## src/rtl/vpt_pkg.sv

```systemverilog
package vpt_pkg;

  // Slot indices travel in a fixed-width field; NUM_SLOTS must not exceed 2**SLOT_IDX_W.
  localparam int SLOT_IDX_W = 8;
  localparam int ATTR_W     = 6;

  typedef enum logic [1:0] {
    PG_4K  = 2'd0,
    PG_2M  = 2'd1,
    PG_4M  = 2'd2,
    PG_ALT = 2'd3
  } pgSize_e;

  typedef struct packed {
    logic pat;
    logic glob;
    logic uncache;
    logic noExec;
    logic user;
    logic writable;
  } attr_t;

  // Strobes from the aging control to the slot datapath.
  typedef struct packed {
    logic                  wrEn;
    logic [SLOT_IDX_W-1:0] wrSlot;
  } ctlStrobe_t;

  function automatic logic [4:0] pageShift(input logic [1:0] sz);
    case (sz)
      PG_2M:   return 5'd21;
      PG_4M:   return 5'd22;
      default: return 5'd12;
    endcase
  endfunction

endpackage

```

## src/rtl/vpt_datapath.sv

```systemverilog
module vpt_datapath
  import vpt_pkg::*;
#(
  parameter int NUM_SLOTS = 16,
  parameter int VA_W      = 32,
  parameter int PA_W      = 36
) (
  input  logic                  clk,
  input  logic                  rst_n,
  input  ctlStrobe_t            strobe,
  input  logic [VA_W-1:0]       insVaddr,
  input  logic [1:0]            insSize,
  input  logic [PA_W-1:0]       insPbase,
  input  logic [ATTR_W-1:0]     insAttr,
  input  logic [VA_W-1:0]       lkVaddr,
  output logic [NUM_SLOTS-1:0]  validVec,
  output logic                  anyMatch,
  output logic [SLOT_IDX_W-1:0] hitSlot,
  output logic [PA_W-1:0]       matchPaddr,
  output logic [ATTR_W-1:0]     matchAttr
);

  logic              validQ [NUM_SLOTS];
  logic [VA_W-1:0]   vbaseQ [NUM_SLOTS];
  logic [1:0]        sizeQ  [NUM_SLOTS];
  logic [PA_W-1:0]   pbaseQ [NUM_SLOTS];
  logic [ATTR_W-1:0] attrQ  [NUM_SLOTS];
  logic [4:0]        shiftQ [NUM_SLOTS];
  logic [NUM_SLOTS-1:0] matchVec;

  // Alignment of the incoming translation to its own page size.
  logic [4:0]      insShift;
  logic [VA_W-1:0] insVmask;
  logic [PA_W-1:0] insPmask;

  assign insShift = pageShift(insSize);
  assign insVmask = (VA_W'(1) << insShift) - VA_W'(1);
  assign insPmask = (PA_W'(1) << insShift) - PA_W'(1);

  for (genvar g = 0; g < NUM_SLOTS; g++) begin : g_slot
    logic [VA_W:0] limit;

    always_ff @(posedge clk or negedge rst_n) begin
      if (!rst_n) begin
        validQ[g] <= 1'b0;
        vbaseQ[g] <= '0;
        sizeQ[g]  <= '0;
        pbaseQ[g] <= '0;
        attrQ[g]  <= '0;
      end else if (strobe.wrEn && strobe.wrSlot == SLOT_IDX_W'(g)) begin
        validQ[g] <= 1'b1;
        vbaseQ[g] <= insVaddr & ~insVmask;
        sizeQ[g]  <= insSize;
        pbaseQ[g] <= insPbase & ~insPmask;
        attrQ[g]  <= insAttr;
      end
    end

    assign shiftQ[g]   = pageShift(sizeQ[g]);
    assign limit       = {1'b0, vbaseQ[g]} + ((VA_W+1)'(1) << shiftQ[g]);
    assign matchVec[g] = validQ[g] && (vbaseQ[g] <= lkVaddr) && ({1'b0, lkVaddr} < limit);
    assign validVec[g] = validQ[g];
  end

  // Lowest-indexed match wins: scan from the top so the lowest index is written last.
  logic [PA_W-1:0] selPbase;
  logic [4:0]      selShift;
  logic [VA_W-1:0] selVmask;

  always_comb begin
    anyMatch  = 1'b0;
    hitSlot   = '0;
    selPbase  = '0;
    selShift  = 5'd12;
    matchAttr = '0;
    for (int i = NUM_SLOTS - 1; i >= 0; i--) begin
      if (matchVec[i]) begin
        anyMatch  = 1'b1;
        hitSlot   = SLOT_IDX_W'(i);
        selPbase  = pbaseQ[i];
        selShift  = shiftQ[i];
        matchAttr = attrQ[i];
      end
    end
  end

  assign selVmask   = (VA_W'(1) << selShift) - VA_W'(1);
  assign matchPaddr = selPbase | PA_W'(lkVaddr & selVmask);

endmodule

```

## src/rtl/vpt_lru_ctrl.sv

```systemverilog
module vpt_lru_ctrl
  import vpt_pkg::*;
#(
  parameter int NUM_SLOTS = 16
) (
  input  logic                  clk,
  input  logic                  rst_n,
  input  logic                  insValid,
  input  logic                  lkValid,
  input  logic                  lkTouch,
  input  logic                  pagingOn,
  input  logic                  anyMatch,
  input  logic [SLOT_IDX_W-1:0] hitSlot,
  input  logic [NUM_SLOTS-1:0]  validVec,
  output ctlStrobe_t            strobe,
  output logic                  hitQ,
  output logic                  faultQ
);

  localparam int IDXW = (NUM_SLOTS > 1) ? $clog2(NUM_SLOTS) : 1;
  localparam logic [IDXW-1:0] OLDEST = IDXW'(NUM_SLOTS - 1);

  // Age rank per slot: 0 is youngest, NUM_SLOTS-1 is oldest; always a permutation.
  logic [IDXW-1:0] rankQ [NUM_SLOTS];
  logic [IDXW-1:0] rankA [NUM_SLOTS];
  logic [IDXW-1:0] rankB [NUM_SLOTS];

  logic                  haveFree;
  logic [SLOT_IDX_W-1:0] victim;
  logic [IDXW-1:0]       insRank;
  logic [IDXW-1:0]       hitRank;
  logic                  lookActive;
  logic                  touchHit;

  assign lookActive = lkValid && pagingOn;
  assign touchHit   = lookActive && anyMatch && lkTouch;

  // Victim: lowest free slot, otherwise the oldest slot.
  always_comb begin
    haveFree = 1'b0;
    victim   = '0;
    for (int i = NUM_SLOTS - 1; i >= 0; i--) begin
      if (!validVec[i]) begin
        haveFree = 1'b1;
        victim   = SLOT_IDX_W'(i);
      end
    end
    if (!haveFree) begin
      for (int i = 0; i < NUM_SLOTS; i++) begin
        if (rankQ[i] == OLDEST) victim = SLOT_IDX_W'(i);
      end
    end
  end

  // Insert aging first, then the lookup touch on top of it.
  always_comb begin
    insRank = '0;
    for (int i = 0; i < NUM_SLOTS; i++) begin
      if (SLOT_IDX_W'(i) == victim) insRank = rankQ[i];
    end
    for (int i = 0; i < NUM_SLOTS; i++) begin
      rankA[i] = rankQ[i];
      if (insValid) begin
        if (SLOT_IDX_W'(i) == victim)  rankA[i] = '0;
        else if (rankQ[i] < insRank)   rankA[i] = rankQ[i] + IDXW'(1);
      end
    end
    hitRank = '0;
    for (int i = 0; i < NUM_SLOTS; i++) begin
      if (SLOT_IDX_W'(i) == hitSlot) hitRank = rankA[i];
    end
    for (int i = 0; i < NUM_SLOTS; i++) begin
      rankB[i] = rankA[i];
      if (touchHit) begin
        if (SLOT_IDX_W'(i) == hitSlot) rankB[i] = '0;
        else if (rankA[i] < hitRank)   rankB[i] = rankA[i] + IDXW'(1);
      end
    end
  end

  always_ff @(posedge clk or negedge rst_n) begin
    if (!rst_n) begin
      for (int i = 0; i < NUM_SLOTS; i++) rankQ[i] <= IDXW'(i);
      hitQ   <= 1'b0;
      faultQ <= 1'b0;
    end else begin
      for (int i = 0; i < NUM_SLOTS; i++) rankQ[i] <= rankB[i];
      hitQ   <= lookActive && anyMatch;
      faultQ <= lookActive && !anyMatch;
    end
  end

  assign strobe.wrEn   = insValid;
  assign strobe.wrSlot = victim;

endmodule

```

## src/rtl/vpage_tlb.sv

```systemverilog
module vpage_tlb
  import vpt_pkg::*;
#(
  parameter int NUM_SLOTS = 16,
  parameter int VA_W      = 32,
  parameter int PA_W      = 36
) (
  input  logic              clk,
  input  logic              rst_n,
  input  logic              insValid,
  input  logic [VA_W-1:0]   insVaddr,
  input  logic [1:0]        insSize,
  input  logic [PA_W-1:0]   insPbase,
  input  logic [5:0]        insAttr,
  input  logic              lkValid,
  input  logic [VA_W-1:0]   lkVaddr,
  input  logic              lkTouch,
  input  logic              pagingOn,
  output logic              lkHit,
  output logic [PA_W-1:0]   lkPaddr,
  output logic [5:0]        lkAttr,
  output logic              hitQ,
  output logic              faultQ
);

  ctlStrobe_t            strobe;
  logic [NUM_SLOTS-1:0]  validVec;
  logic                  anyMatch;
  logic [SLOT_IDX_W-1:0] hitSlot;
  logic [PA_W-1:0]       matchPaddr;
  logic [ATTR_W-1:0]     matchAttr;

  vpt_datapath #(.NUM_SLOTS(NUM_SLOTS), .VA_W(VA_W), .PA_W(PA_W)) u_dp (
    .clk        (clk),
    .rst_n      (rst_n),
    .strobe     (strobe),
    .insVaddr   (insVaddr),
    .insSize    (insSize),
    .insPbase   (insPbase),
    .insAttr    (insAttr),
    .lkVaddr    (lkVaddr),
    .validVec   (validVec),
    .anyMatch   (anyMatch),
    .hitSlot    (hitSlot),
    .matchPaddr (matchPaddr),
    .matchAttr  (matchAttr)
  );

  vpt_lru_ctrl #(.NUM_SLOTS(NUM_SLOTS)) u_ctrl (
    .clk      (clk),
    .rst_n    (rst_n),
    .insValid (insValid),
    .lkValid  (lkValid),
    .lkTouch  (lkTouch),
    .pagingOn (pagingOn),
    .anyMatch (anyMatch),
    .hitSlot  (hitSlot),
    .validVec (validVec),
    .strobe   (strobe),
    .hitQ     (hitQ),
    .faultQ   (faultQ)
  );

  assign lkHit   = lkValid && pagingOn && anyMatch;
  assign lkPaddr = pagingOn ? matchPaddr : PA_W'(lkVaddr);
  assign lkAttr  = lkHit ? matchAttr : '0;

endmodule

```

## config.mk

```make
export PLATFORM = sky130hd
export DESIGN_NAME = vpage_tlb
export DESIGN_NICKNAME = d
export VERILOG_FILES = /design/src/rtl/vpt_pkg.sv /design/src/rtl/vpt_datapath.sv /design/src/rtl/vpt_lru_ctrl.sv /design/src/rtl/vpage_tlb.sv
export SDC_FILE = /design/constraint.sdc
export NUM_CORES = 2
export LEC_CHECK = 0
export ABC_CLOCK_PERIOD_IN_PS = 10300
export BUFFER_PORTS_ARGS = -buffer_cell sky130_fd_sc_hd__buf_2
export CORE_MARGIN = 5
export CORE_UTILIZATION = 55
export CTS_CLUSTER_DIAMETER = 200
export CTS_CLUSTER_SIZE = 20
export DETAILED_ROUTE_END_ITERATION = 7
export PLACE_DENSITY = 0.74
export RECOVER_POWER = 100
export SLEW_MARGIN = 20
export SYNTH_ARGS = -nofsm -noshare
export SYNTH_HDL_FRONTEND = slang
export SYNTH_SLANG_ARGS = --single-unit
```

## constraint.sdc

```tcl
create_clock -name clk -period 10.3 [get_ports clk]
set_input_delay 2.06 -clock clk [delete_from_list [all_inputs] [get_ports clk]]
set_output_delay 2.06 -clock clk [all_outputs]
set_load 0.005 [all_outputs]
```

After elaboration in Yosys (flattened, before gate mapping)
Index checks and enable logic that the tools add are counted.
Cells by class
  $add $sub $neg: 51
  $lt $le $gt $ge: 64
  equality and inequality tests: 95
  shift-type cells: 19
  muxes and demuxes: 276
  bitwise operators: 6
  reductions and logical operators: 55
Operators with widths (count)
  4-bit two-way mux: 176
  36-bit two-way mux: 17
  32-bit by 33-bit adder with 33-bit output: 16
  32-bit by 33-bit less-than comparator with 1-bit output: 16
  1-bit by 5-bit left shift with 33-bit output (first input constant): 16
  32-bit less-or-equal comparator: 16
  5-bit one-hot mux with 2 select lines: 17
  4-bit by 1-bit adder with 4-bit output (second input constant): 32
  4-bit less-than comparator: 32
  6-bit two-way mux: 17
  5-bit two-way mux: 16
  32-bit AND: 2
  4-bit equality test (second input constant): 16
  4-bit by 8-bit equality test with 1-bit output (first input constant): 8
  8-bit by 4-bit equality test with 1-bit output (second input constant): 8
  1-bit by 5-bit left shift with 32-bit output (first input constant): 2
  32-bit by 2-bit subtractor with 32-bit output (second input constant): 2
  1-bit logical AND: 52
  36-bit AND: 1
  36-bit NOT: 1
  36-bit OR: 1
  1-bit by 5-bit left shift with 36-bit output (first input constant): 1
  36-bit by 2-bit subtractor with 36-bit output (second input constant): 1
  2-bit by 1-bit equality test with 1-bit output (second input constant): 17
  other kinds (16): 83
Storage, ports and cells
  register bits after elaboration: 1298
  bits of input ports: 114
  output and inout port bits: 45
  word-level logic and storage cells: 664

Logic depth before layout (Yosys ltp)
  word-level depth: 74
  mapped depth: 51
  mapped depth without buffers: 49

Cells and area by module
A second synthesis with hierarchy kept.
Unflattened totals
  cells, all modules: 9690
  area total of the unflattened synthesis: 89901.2 µm²
By module, submodules not included
  vpt_datapath: instances 1, cells an instance 8252, area an instance 78845.6 µm², sequential area each 27626.5 µm²
  vpt_lru_ctrl: instances 1, cells an instance 1390, area an instance 10426.2 µm², sequential area each 1691.6 µm²
  vpage_tlb: instances 1, cells an instance 48, area an instance 629.4 µm², sequential area each 0.0 µm²

Worst setup path after synthesis
OpenSTA, ideal clock, no wires.
  path kind: register -> register
  from: reg u_dp.sizeQ[0] (netlist name)
  to: reg u_ctrl.rankQ[43] (netlist name)
  setup time: 127 ps
  data arrival time: 10372 ps
  data required time: 10173 ps
  slack: -200 ps
  stages on the path, launching flop included: 47
  buffers on the path: 1
  period minus slack after synthesis: 10500 ps
  cells stage by stage: dfrtp_1 > inv_1 > ha_1 > and2_1 > ha_1 > a21oi_1 > nor2b_1 > o21a_1 > a21oi_1 > o21ai_0 > a21oi_1 > nor2b_1 > a31oi_1 > nor2b_1 > o21ai_0 > nand2b_1 > a21oi_1 > nor2b_1 > (+11 left out) > a31o_2 > a21o_1 > buf_6 > nand3_1 > inv_1 > a22oi_1 > nand3_1 > a221oi_1 > a2111oi_0 > a2111oi_0 > ha_1 > o21a_1 > nor2_1 > nor2_1 > nor2_1 > o31a_1 > nand4_1 > mux2_1
RTL lines
  start: declaration: line vpt_datapath.sv:25  | logic [1:0] sizeQ [NUM_SLOTS];
  start signal: indexed assignment: line vpt_datapath.sv:53  | sizeQ[g] <= insSize;
  end: declaration: line vpt_lru_ctrl.sv:24  | logic [IDXW-1:0] rankQ [NUM_SLOTS];

Final worst setup path
  from: reg u_dp.sizeQ[6] (netlist name)
  to: out lkPaddr[12]
Between the ends
  longest elaborated chain between the ends: 24
  elaborated cells between the ends (all ways): 38
  classes of those cells: 2 x add/sub; 1 x order compare; 2 x eq/ne; 2 x shift; 28 x mux; 2 x bitwise; 1 x reduce/logical
Ends and longest elaborated chain
  2-bit equality test or 2-bit by 1-bit equality test with 1-bit output (tied branches): line vpt_pkg.sv:30  | case (sz)
  5-bit one-hot mux with 2 select lines (*): line vpt_pkg.sv:30
  1-bit by 5-bit left shift with 33-bit output: line vpt_datapath.sv:60  | assign limit = {1'b0, vbaseQ[g]} + ((VA_W+1)'(1) << shiftQ[g]);
  32-bit by 33-bit adder with 33-bit output: line vpt_datapath.sv:60
  32-bit by 33-bit less-than comparator with 1-bit output: line vpt_datapath.sv:61  | assign matchVec[g] = validQ[g] && (vbaseQ[g] <= lkVaddr) && ({1'b0, lkVaddr} < limit);
  1-bit logical AND: line vpt_datapath.sv:61
  5-bit two-way mux (13 in series): line vpt_datapath.sv:77  | if (matchVec[i]) begin
  1-bit by 5-bit left shift with 32-bit output: line vpt_datapath.sv:87  | assign selVmask = (VA_W'(1) << selShift) - VA_W'(1);
  32-bit by 2-bit subtractor with 32-bit output: line vpt_datapath.sv:87
  32-bit AND: line vpt_datapath.sv:88  | assign matchPaddr = selPbase | PA_W'(lkVaddr & selVmask);
  36-bit OR (*): line vpt_datapath.sv:88
  36-bit two-way mux (*): line vpage_tlb.sv:65  | assign lkPaddr = pagingOn ? matchPaddr : PA_W'(lkVaddr);
  end: declaration: line vpage_tlb.sv:20  | output logic [PA_W-1:0] lkPaddr,
Every way passes the cells marked *; elsewhere a longest branch is shown, timed or not.

==> flow_metrics.env <==
export IMPL_status="complete, but fails checks"
export IMPL_violations="max-capacitance violations, max-slew violations"
export IMPL_fmax_ghz=0.0980
export IMPL_synth_compound_area_share_pct=18.6
export IMPL_skew_ns=0.0409
export IMPL_crit_type="flop to output port"
export IMPL_synth_ff_type="dfrtp_1"
export IMPL_synth_distinct_cells=123
export IMPL_multi_input_area_um2=60200
export IMPL_dp_hpwl_um=259000
export IMPL_synthAdderAreaFrac_pct=18.7
export IMPL_synth_cells=10800
export IMPL_critPathMostFrequentCell="buf_4"
export IMPL_cp_end_kind="output port"
export IMPL_ys_seq_area_share_pct=32.7
export IMPL_use_met2_pct=63.2
export IMPL_drcViolationCount=0
export IMPL_p_per_area_nw_per_um2=411
export IMPL_fillerInstances=14200
export IMPL_io_pins=159
export IMPL_most_common_layout_cells="nand2_1, ha_1, dfrtp_1"
export IMPL_rsz0062_at_grt="yes"
export IMPL_max_slew_worst_pin_slew_ns=7.32
export IMPL_viasPerCell=6.59
export IMPL_core_um2=163000
export IMPL_vias=87900
export IMPL_maxCapViolCount=55
export IMPL_drive_above_1_share_pct=10.6
export IMPL_crit_arrival_ns=8.14
export IMPL_synth_edf_count=0
export IMPL_portBuffers=148
export IMPL_synth_area_mux_share_pct=1.57
export IMPL_finalSetupViolCount=0
export IMPL_r2r_cells=49
export IMPL_grt_busiest_layer="met2"
export IMPL_critPathCapture="lkPaddr[12]"
export IMPL_clkLatencyLatePin_ns=0.77
export IMPL_ys_async_sr_fraction_pct=100
export IMPL_dp_slack_ns=-0.226
export IMPL_synthXorXnorAreaFrac_pct=4.60
export IMPL_dieArea_um2=171000
export IMPL_timing_rr_end="u_ctrl.rankQ[58]$_DFF_PN0_"
export IMPL_grt_max_degree=153
export IMPL_hold_violations=0
export IMPL_fp_dieH_um=414
export IMPL_cp_start_kind="flop"
export IMPL_setup_slack_ns=0.0977
export IMPL_cts_root_buf="clkbuf_16"
export IMPL_slew_headroom_pct=-388
export IMPL_final_common_cell="nand2_1"
export IMPL_avgSynthCellArea_um2=8.35
export IMPL_ir_drop_mv=0.325
export IMPL_synth_warnings=0
export IMPL_finalCritPeriodShare_pct=99.1
export IMPL_grt_pass1_vias=82200
export IMPL_rows=148
export IMPL_grt_usage_pct=42.2
export IMPL_grt_pass1_wl_um=535000
export IMPL_cts_tree="built"
export IMPL_h_tree_depth=3
export IMPL_seq_area_um2=29300
export IMPL_synth_simple_area_share_pct=20.8
export IMPL_drt_wl_total_um=376000
export IMPL_antenna_left=0
export IMPL_startpoint="u_dp.sizeQ[6]$_DFFE_PN0P_"
export IMPL_finalPower_w=0.0412
export IMPL_grt_use_met1_pct=52.2
export IMPL_syn_cell_area_um2=89800
export IMPL_max_stage_delay_ns=0.41
export IMPL_gp_congestion=1.02
export IMPL_routedWlPerCell_um=28.2
export IMPL_period_minus_slack_ns=10.20
export IMPL_leakage_nw=47.3
export IMPL_synth_seq_cells=1170
export IMPL_drv_slew=2598
export IMPL_cts_hold_buf=0
export IMPL_initial_core_util_pct=55.2
export IMPL_regToRegStartpoint="u_dp.sizeQ[25]$_DFFE_PN0P_"
export IMPL_syn_to_final_growth_pct=11.8
export IMPL_synth_top_family_by_area="simple AND/OR/NAND/NOR gates"
export IMPL_hold_path_class="flop to flop"
export IMPL_met3_usage_pct=9.37
export IMPL_die_x_um=414
export IMPL_cp_slowest_cell="dfrtp_1"
export IMPL_gr_total_overflow=0
export IMPL_r2r_slack_ns=0.26
export IMPL_clkTransAtPathRegs_ns=0.10
export IMPL_fin_hold_ws_ns=0.475
export IMPL_cp_max_fo=4
export IMPL_drt_iter0_drc=10500
export IMPL_nNetsFinal=12600
export IMPL_cts_sinks=1170
export IMPL_dr_pass1_iters=7
export IMPL_cts_buffers=68
export IMPL_critPathRequiredTime_ns=8.24
export IMPL_antenna_found_initial=33
export IMPL_clock_path_buffers=3
-- worst min-delay path by stage --
stage / from / to / slack (ns) / cells after the start
floorplan: u_dp.pbaseQ[239]$_DFFE_PN0P_ / u_dp.pbaseQ[239]$_DFFE_PN0P_ / 0.44 / 2
global placement: u_dp.pbaseQ[240]$_DFFE_PN0P_ / u_dp.pbaseQ[240]$_DFFE_PN0P_ / 0.45 / 2
finish: u_dp.pbaseQ[386]$_DFFE_PN0P_ / u_dp.pbaseQ[386]$_DFFE_PN0P_ / 0.47 / 2
global route: u_dp.attrQ[31]$_DFFE_PN0P_ / u_dp.attrQ[31]$_DFFE_PN0P_ / 0.49 / 2
detailed placement: u_dp.pbaseQ[241]$_DFFE_PN0P_ / u_dp.pbaseQ[241]$_DFFE_PN0P_ / 0.46 / 2
CTS: u_dp.pbaseQ[241]$_DFFE_PN0P_ / u_dp.pbaseQ[241]$_DFFE_PN0P_ / 0.48 / 2
-- synthesized netlist by cell type, types with 48 or more instances --
library cell  instances  area (um^2)
mux2i_1             108         1080
nand2b_1             85          532
a211oi_1            129          968
o21ai_0             988         4940
o221ai_1             48          420
nor2_1              502         1880
a21oi_1             648         3240
ha_1               1320        16500
nand4_1             171         1070
nand2_1            2578         9680
clkbuf_1            435         1630
and3_1               87          544
nor3_1               88          440
nor2b_1              91          569
inv_1               208          781
nand3_1             355         1780
o21a_1               80          601
xnor2_1             247         2160
a21o_1              130          976
o211ai_1            113          848
a31oi_1              96          601
xor2_1              224         1960
and2_1              109          682
dfrtp_1            1138        28500
-- cell type report --
class | count | share of cell area, %
multi-input combinational | 8996 | 60.0
inverter | 208 | 0.778
sequential | 1170 | 29.2
antenna | 39 | 0.0973
clock inverter | 8 | 0.197
tap | 2175 | 2.71
clock buffer | 82 | 1.75
timing repair buffer | 663 | 5.26
-- where the power goes --
group	internal, W	total [W]	switching, W	leakage, nW
Combinational	0.0114	0.0296	0.0182	31.3
Clock	0.00124	0.00302	0.00178	0.935
Sequential	0.00655	0.00860	0.00205	15.1
Total	0.0192	0.0412	0.0220	47.3
-- metal layers --
metal	part of all wire, %	wire [um]
met1	37	138000
met4	10	37500
met3	11	40100
met5	0.040	152
met2	43	160000
-- sequential cells by signal, summed over array words and instances (netlist names) --
signal         flops
u_ctrl.rankQ      64
u_ctrl.faultQ      1
u_dp.vbaseQ      448
u_ctrl.hitQ        1
u_dp.attrQ        96
u_dp.validVec     16
u_dp.pbaseQ      512
u_dp.sizeQ        32
-- critical path, delay by kind of cell, from the launching register on --
kind | cells | cell delay (ns)
flops | 1 | 0.41
simple gates | 10 | 1.45
xor+xnor | 2 | 0.31
mux | 1 | 0.29
compound gates | 20 | 3.00
fa+ha+maj | 3 | 0.71
buf+inv | 8 | 1.18
-- kinds of logic after synthesis --
kind of cell,count (synthesis)
flip-flops,1170
buffers and inverters,701
XOR/XNOR,471
multiplexers,137
other,2
AO/OA/AOI/OAI,2683
adder cells (fa/ha/maj),1337
AND/OR/NAND/NOR,4253
-- stage by stage --
step | instance area, um^2 | TNS [ns] | instances | utilization, %
after floorplan | 90200 | 0 | 10900 | -
after global placement | 95600 | -0.325 | 13100 | 58.8
after detailed placement | 95600 | -1.80 | 13100 | 58.8
after CTS | 98900 | 0 | 13200 | 60.8
after global routing | 100000 | -5.46 | 13300 | 61.6
final | 100000 | 0 | 13300 | 61.7
-- timing repair --
| item | in CTS | in global routing |
|---|---|---|
| gates cloned | 4 | 7 |
| pin swaps | 71 | 195 |
| endpoints found under the setup margin | 51 | 81 |
| resized for setup | 212 | 280 |
| setup buffers | 43 | 72 |
No activity file was read; power rests on OpenSTA's default activity.
